===== config.mk =====
export PLATFORM = sky130hd
export DESIGN_NAME = sleep_seq_ctrl
export DESIGN_NICKNAME = d
export VERILOG_FILES = /design/src/rtl/sleep_seq_pkg.sv /design/src/rtl/sleep_req_sync.sv /design/src/rtl/sleep_phase_timer.sv /design/src/rtl/sleep_err_guard.sv /design/src/rtl/sleep_seq_ctrl.sv
export SDC_FILE = /design/constraint.sdc
export NUM_CORES = 1
export LEC_CHECK = 0
export ABC_AREA = 1
export BUFFER_PORTS_ARGS = -buffer_cell sky130_fd_sc_hd__buf_2
export CAP_MARGIN = 20
export CORE_AREA = 2 2 39 41
export DETAILED_ROUTE_END_ITERATION = 8
export DIE_AREA = 0 0 41 43
export PLACE_DENSITY_LB_ADDON = 0.1
export SYNTH_ARGS = -nofsm -noshare
export SYNTH_HDL_FRONTEND = slang
export SYNTH_HIERARCHICAL = 1
export SYNTH_SLANG_ARGS = --single-unit

===== constraint.sdc =====
create_clock -name clk -period 4.75 [get_ports clk]
set_input_delay 0.2375 -clock clk [delete_from_list [all_inputs] [get_ports clk]]
set_output_delay 0.2375 -clock clk [all_outputs]
set_load 0.03 [all_outputs]

===== src/rtl/sleep_seq_pkg.sv =====
// Shared types for the sleep sequencer.
// Assumes: single clock domain after the request synchronizer.
package sleep_seq_pkg;

    typedef enum logic [2:0] {
        SQ_AWAKE   = 3'd0,
        SQ_ENTER   = 3'd1,
        SQ_ASLEEP  = 3'd2,
        SQ_EXIT    = 3'd3,
        SQ_RECOVER = 3'd4
    } sq_state_e;

endpackage


===== src/rtl/sleep_req_sync.sv =====
// Multi-flop synchronizer for the asynchronous sleep request.
// Assumes: STAGES >= 2; the output is safe to use in the clk domain.
module sleep_req_sync #(
    parameter int STAGES = 2
) (
    input  logic clk,
    input  logic rst_n,
    input  logic async_i,
    output logic sync_o
);

    logic [STAGES-1:0] chain_q;

    // Shift the request through the flop chain, clearing on reset.
    always_ff @(posedge clk) begin
        if (!rst_n) begin
            chain_q <= '0;
        end else begin
            chain_q <= {chain_q[STAGES-2:0], async_i};
        end
    end

    assign sync_o = chain_q[STAGES-1];

endmodule


===== src/rtl/sleep_phase_timer.sv =====
// Cycle counter for one phase of the sequence; restarts on each phase change.
// Assumes: limit >= 1; done is high in the last cycle of the phase.
module sleep_phase_timer #(
    parameter int CNT_W = 2
) (
    input  logic             clk,
    input  logic             rst_n,
    input  logic             restart_i,
    input  logic [CNT_W-1:0] limit_i,
    output logic             done_o
);

    logic [CNT_W-1:0] cnt_q;

    // Count cycles in the current phase, saturating at the top value.
    always_ff @(posedge clk) begin
        if (!rst_n || restart_i) begin
            cnt_q <= '0;
        end else if (cnt_q != '1) begin
            cnt_q <= cnt_q + 1'b1;
        end
    end

    assign done_o = (cnt_q == (limit_i - 1'b1));

endmodule


===== src/rtl/sleep_err_guard.sv =====
// Sticky misuse detector: entry while selected, or chip enable in the exit window.
// Assumes: entry_start_i is high only on the edge that starts entry.
module sleep_err_guard (
    input  logic clk,
    input  logic rst_n,
    input  logic entry_start_i,
    input  logic dev_idle_i,
    input  logic window_i,
    input  logic chip_en_i,
    output logic err_o
);

    logic err_q;

    // Latch any violation until reset.
    always_ff @(posedge clk) begin
        if (!rst_n) begin
            err_q <= 1'b0;
        end else if ((entry_start_i && !dev_idle_i) || (window_i && chip_en_i)) begin
            err_q <= 1'b1;
        end
    end

    assign err_o = err_q;

    assert_err_sticky_R10: assert property (@(posedge clk) disable iff (!rst_n)
        err_q |=> err_q);

endmodule


===== src/rtl/sleep_seq_ctrl.sv =====
// Sleep entry/exit sequencer top: synchronizes the request, times entry,
// exit and recovery, blocks accesses and flags misuse.
// Assumes: all cycle counts >= 1; SYNC_STAGES >= 2.
module sleep_seq_ctrl
    import sleep_seq_pkg::*;
#(
    parameter int SYNC_STAGES = 2,
    parameter int ENTRY_CYC   = 2,
    parameter int EXIT_CYC    = 2,
    parameter int RECOV_CYC   = 2
) (
    input  logic clk,
    input  logic rst_n,
    input  logic sleep_req_i,
    input  logic dev_idle_i,
    input  logic chip_en_i,
    output logic sleep_on_o,
    output logic cmd_block_o,
    output logic pend_drop_o,
    output logic seq_err_o
);

    localparam int MAX_A = (ENTRY_CYC > EXIT_CYC) ? ENTRY_CYC : EXIT_CYC;
    localparam int MAX_C = (MAX_A > RECOV_CYC) ? MAX_A : RECOV_CYC;
    localparam int CNT_W = $clog2(MAX_C + 1);

    sq_state_e        state_q, state_d;
    logic             req_s;
    logic             tmr_done;
    logic             tmr_restart;
    logic [CNT_W-1:0] tmr_limit;
    logic             entry_start;
    logic             in_window;
    logic             first_enter_q;

    sleep_req_sync #(.STAGES(SYNC_STAGES)) u_sync (
        .clk     (clk),
        .rst_n   (rst_n),
        .async_i (sleep_req_i),
        .sync_o  (req_s)
    );

    // Pick the next phase from the synchronized request and the timer.
    always_comb begin
        state_d = state_q;
        unique case (state_q)
            SQ_AWAKE:   if (req_s)    state_d = SQ_ENTER;
            SQ_ENTER:   if (tmr_done) state_d = SQ_ASLEEP;
            SQ_ASLEEP:  if (!req_s)   state_d = SQ_EXIT;
            SQ_EXIT:    if (tmr_done) state_d = SQ_RECOVER;
            SQ_RECOVER: if (tmr_done) state_d = SQ_AWAKE;
            default:                  state_d = SQ_AWAKE;
        endcase
    end

    // Hold the current phase.
    always_ff @(posedge clk) begin
        if (!rst_n) begin
            state_q <= SQ_AWAKE;
        end else begin
            state_q <= state_d;
        end
    end

    // Mark the first cycle of entry for the drop pulse.
    always_ff @(posedge clk) begin
        if (!rst_n) begin
            first_enter_q <= 1'b0;
        end else begin
            first_enter_q <= entry_start;
        end
    end

    // Select the length of the running phase.
    always_comb begin
        unique case (state_q)
            SQ_ENTER:   tmr_limit = CNT_W'(ENTRY_CYC);
            SQ_EXIT:    tmr_limit = CNT_W'(EXIT_CYC);
            SQ_RECOVER: tmr_limit = CNT_W'(RECOV_CYC);
            default:    tmr_limit = CNT_W'(1);
        endcase
    end

    assign tmr_restart = (state_d != state_q);

    sleep_phase_timer #(.CNT_W(CNT_W)) u_timer (
        .clk       (clk),
        .rst_n     (rst_n),
        .restart_i (tmr_restart),
        .limit_i   (tmr_limit),
        .done_o    (tmr_done)
    );

    assign entry_start = (state_q == SQ_AWAKE) && req_s;
    assign in_window   = (state_q == SQ_EXIT) || (state_q == SQ_RECOVER);

    sleep_err_guard u_guard (
        .clk           (clk),
        .rst_n         (rst_n),
        .entry_start_i (entry_start),
        .dev_idle_i    (dev_idle_i),
        .window_i      (in_window),
        .chip_en_i     (chip_en_i),
        .err_o         (seq_err_o)
    );

    assign sleep_on_o  = (state_q == SQ_ASLEEP) || (state_q == SQ_EXIT);
    assign cmd_block_o = (state_q != SQ_AWAKE);
    assign pend_drop_o = first_enter_q;

    assert_sleep_blocks_R3: assert property (@(posedge clk) disable iff (!rst_n)
        sleep_on_o |-> cmd_block_o);

    assert_awake_no_skip_R2: assert property (@(posedge clk) disable iff (!rst_n)
        (state_q == SQ_AWAKE) |=> (state_q == SQ_AWAKE || state_q == SQ_ENTER));

    assert_entry_runs_R11: assert property (@(posedge clk) disable iff (!rst_n)
        (state_q == SQ_ENTER && !tmr_done) |=> (state_q == SQ_ENTER));

    assert_exit_runs_R5: assert property (@(posedge clk) disable iff (!rst_n)
        (state_q == SQ_EXIT && !tmr_done) |=> (state_q == SQ_EXIT));

    assert_drop_single_R4: assert property (@(posedge clk) disable iff (!rst_n)
        pend_drop_o |=> !pend_drop_o);

    assert_release_after_recov_R6: assert property (@(posedge clk) disable iff (!rst_n)
        $fell(cmd_block_o) |-> ($past(state_q) == SQ_RECOVER));

endmodule


Word-level counts from Yosys, hierarchy flattened
Index checks and enable logic that the tools add are counted.

operators by class
  reductions and logical operators = 12
  muxes and demuxes = 7
  eq/ne operators = 7
  $add $sub $neg = 2

operators by type and width
  cell                   count
  $mux W3                5
  $pmux W3 S5            1
  $eq A3 B2 Y1 const B   2
  $logic_or A1 B1 Y1     4
  $eq A3 B1 Y1 const B   1
  $eq A3 B3 Y1 const B   1
  $logic_and A1 B1 Y1    3
  $logic_not A3 Y1       1
  $ne A3 B3 Y1           1
  $reduce_bool A3 Y1     1
  $reduce_or A3 Y1       1
  $add A2 B1 Y2 const B  1
  $eq A2 B2 Y1           1
  $logic_not A1 Y1       2
  $mux W2                1
  $ne A2 B2 Y1 const B   1
  $sub A2 B1 Y2 const B  1

word-level totals
  register bits after elaboration = 9
  word-level logic and storage cells = 33
  input bits = 5

Depth between registers and ports, before layout
  word-level depth = 9
  depth in mapped cells = 17

Cells and area by module
Netlist, hierarchy kept.

by module, submodules not included
  module             cells an instance  area an instance (um2)  sequential area each (um2)  times used
  sleep_seq_ctrl     37                 249.0                   80.1                        1
  sleep_phase_timer  25                 141.4                   40.0                        1
  sleep_req_sync     6                  55.1                    40.0                        1
  sleep_err_guard    9                  52.6                    20.0                        1

Least setup slack after synthesis
No wires, ideal clock.

  path type = reg2reg
  start point = register state_q[0]
  end point = register u_timer.cnt_q[0]
  path buffers = 0
  clock period less this slack = 1.589 ns
  stages on the path, launching flop included = 18
  arrival = 1.519 ns
  path slack = 3.161 ns
  cell sequence = dfxtp_1 nor2_2 nor2_2 nor2_1 inv_1 inv_1 nand2_1 nand3_1 nand2_1 inv_1 inv_1 nand3_1 nand3_2 nand2_1 nand2_1 inv_1 nand2_1 a21oi_1

on the way
  longest elaborated chain between the ends = 9

RTL lines
  element                               RTL line                                                          text
  start: declaration                    sleep_seq_ctrl.sv:27                                              sq_state_e state_q, state_d;
  start signal: assignment              sleep_seq_ctrl.sv:61                                              state_q <= state_d;
  $eq A3 B2 Y1 (tied with other cells)  sleep_seq_ctrl.sv:76                                              unique case (state_q)
  $reduce_or A3 Y1 (no source line) *   -
  $mux W2 *                             sleep_seq_ctrl.sv:76
  via tmr_limit[1]                      sleep_seq_ctrl.sv:31                                              logic [CNT_W-1:0] tmr_limit;
  $sub A2 B1 Y2 *                       sleep_phase_timer.sv:24                                           assign done_o = (cnt_q == (limit_i - 1'b1));
  $eq A2 B2 Y1 *                        sleep_phase_timer.sv:24
  via tmr_done                          sleep_seq_ctrl.sv:29                                              logic tmr_done;
  $mux W3, on equally long branches     sleep_seq_ctrl.sv:51, sleep_seq_ctrl.sv:48, sleep_seq_ctrl.sv:50
  $pmux W3 S5 *                         sleep_seq_ctrl.sv:46                                              unique case (state_q)
  $ne A3 B3 Y1 *                        sleep_seq_ctrl.sv:84                                              assign tmr_restart = (state_d != state_q);
  via tmr_restart                       sleep_seq_ctrl.sv:30                                              logic tmr_restart;
  $logic_or A1 B1 Y1 *                  sleep_phase_timer.sv:17                                           if (!rst_n || restart_i) begin
  end signal: assignment                sleep_phase_timer.sv:20                                           cnt_q <= cnt_q + 1'b1;
  end: declaration                      sleep_phase_timer.sv:13                                           logic [CNT_W-1:0] cnt_q;

The timed path passes the listed nets; every way through them passes the cells marked *.
A chain may end at the register's enable or synchronous reset.

Worst setup path in the final report
Same ends and word-level chain as after synthesis.

==> flow_summary_export.csv <==
group,metric,value,unit
cts,clock-root-buffer,"clkbuf_4",
placed_design,place_congestion,0.734,
timing,hold_viol_final,0,
detailed_routing,vias,455,
synth,synth-seq-area-share,36.2,%
cts,cts_tree,"yes",
synth,netlist_instances,77,
synth,syn_area_per_cell,6.47,um2
power_and_ir_drop,p_leak,0.333,nW
setup_path,crit_required,4.94,ns
setup_path,crit_family,"simple AND/OR/NAND/NOR gates",
setup_path,path_cells,"nor2_2 > nor2_2 > nor2_1 > inv_1 > inv_1 > nand2_1 > nand3_1 > nand2_1 > inv_1 > inv_1 > nand3_1 > nand3_2 > nand2_1 > nand2_1 > inv_1 > nand2_1 > a21oi_1",
cts,post_cts_buffers,0,
timing,setup_violations,0,
synth,ys_ff_latch,9,
floorplan,initial_core_util,36.0,%
hold_path,min_path_type,"input pin to flop",
power_and_ir_drop,ir_worst_vdd,168,uV
floorplan,coreArea,0.00138,mm2
floorplan,pin_count,9,
synth,synth_nets,83,
detailed_routing,drt_pass1_iterations,2,
setup_path,start_kind,"flop",
timing,whs,0.160,ns
cts,cts_hold_buf,0,
global_routing,track_usage,14.1,%
placed_design,portBuffers,8,
floorplan,row_count,14,
timing,rsz0062_at_grt,"false",
setup_path,critPathCaptureType,"flop",
finish,fin_util,42.2,%
status,status,"finished, final reports clean",
cts,post_cts_resized,0,
timing,fin_setup_tns,0,ns
timing,finClkSkew,0.00545,ns
cts,clk_latency,0.26,ns
setup_path,critPathArrivalTime,1.99,ns
detailed_routing,wl,842,um
cts,cts_inserted_buffers,3,
detailed_routing,ant_nets,0,
floorplan,die-area,0.00176,mm2
global_routing,grt_max_degree,8,
detailed_routing,drt-vias-per-instance,4.33,
timing,min_period_over_period,37.9,%
cts,cts_sinks,9,
finish,nNetsFinal,96,
finish,design_area,584,um2
power_and_ir_drop,design_power_total,0.246,mW
finish,syn2layout_area_growth,17.3,%
setup_path,crit_path_max_incr_delay,0.39,ns
timing,min_period,1.80,ns
cts,cts.clk_slew.worst_paths,0.06,ns
placed_design,place_ws,2.95,ns
detailed_routing,detail_route.iter0.violations,9,
finish,final_cell_count_no_fill,105,
detailed_routing,drcViolationCount,0,
timing,relSlewSlack,79.6,%
detailed_routing,wl_per_cell,8.02,um
placed_design,placed_area,558,um2
global_routing,grt_pass1_wl,1610,um
placed_design,dp_hpwl,667,um
synth,ys_warn_count,6,
timing,layout_setup_ws,2.95,ns
finish,final_common_cell,"nand2_1",
synth,syn_area,498,um2
timing,fmax,555,MHz
finish,diodes,0,
setup_path,cpMaxStageDelayCell,"dfxtp_1",
finish,drive_gt1_share,23.6,%
run,cap_violations,0,
synth,ys_types,15,
power_and_ir_drop,powerDensity,420,mW/mm2
setup_path,path_max_fanout,7,
global_routing,grt_pass1_vias,394,
cts,clk_path_buf_depth,2,
finish,layout_common_cells,"20 x nand2_1, 19 x inv_1, 9 x dfxtp_1, 8 x buf_2, 7 x nor2_1",
placed_design,dpl.cell_count,101,
setup_path,critical_path_class,"flop to flop",
floorplan,dieHeight,43,um
timing,tightest_slew,0.306,ns
global_routing,antenna_found_initial,0,
setup_path,crit_buf_inv,5,
timing,slew_viol_final,0,
global_routing,grt_overflow,0,
cts,cts.htree.levels,1,
floorplan,die_x,41,um
## power breakdown
part	switching [mW]	internal, mW
clock	0.0262	0.0323
sequential	0.0116	0.0862
combinational	0.0585	0.0306
## registers in the layout (all words and copies together), names as in the netlist
register	flops
state_q	3
u_guard/err_o	1
u_sync/chain_q	2
pend_drop_o	1
u_timer/cnt_q	2
## worst paths after layout
check	startpoint	end	slack, ns	cells past startpoint
worst max-delay path	state_q[0]$_SDFF_PN0_	u_timer/cnt_q[0]$_SDFFE_PP0P_	2.95	17
worst min register to register	u_sync/chain_q[0]$_SDFF_PN0_	u_sync/chain_q[1]$_SDFF_PN0_	0.42	2
worst max register to register	state_q[0]$_SDFF_PN0_	u_timer/cnt_q[0]$_SDFFE_PP0P_	2.95	17
worst min-delay path	sleep_req_i	u_sync/chain_q[0]$_SDFF_PN0_	0.16	3
## tightest hold or removal path: stages
cell	delay, ns
buf_2	0.07
nand2_1	0.04
inv_1	0.04
## metal layers
layer | part of all wire, % | global-route usage, %
met5 | 0 | 0
met4 | 0 | 6.00
met3 | 4.9 | 9.42
met2 | 48 | 19.1
met1 | 47 | 16.9
## kinds of logic after synthesis
logic type / share of synthesized area [%]
compound gates: 5.78
fa+ha+maj: 2.51
buf+inv: 15.1
flops: 36.2
simple gates: 40.5
## cell type report
class,count,area (um2)
inverter,20,75.1
sequential,9,180
tap,16,20.0
multi-input combinational,48,243
clock buffer,4,26.3
timing repair buffer,8,40.0
fill,154,800
## Yosys cell counts
library cell,n,area share (%)
a21oi_1,4,4.0
a22o_1,1,1.8
dfxtp_1,9,36
ha_1,1,2.5
inv_1,19,14
inv_2,1,0.75
nand2_1,20,15
nand2_2,2,2.5
nand3_1,3,3.0
nand3_2,2,4.0
nand4_1,1,1.3
nor2_1,7,5.3
nor2_2,4,5.0
nor2_4,1,2.3
nor3_1,2,2.0
(Power assumes the default switching activity.)
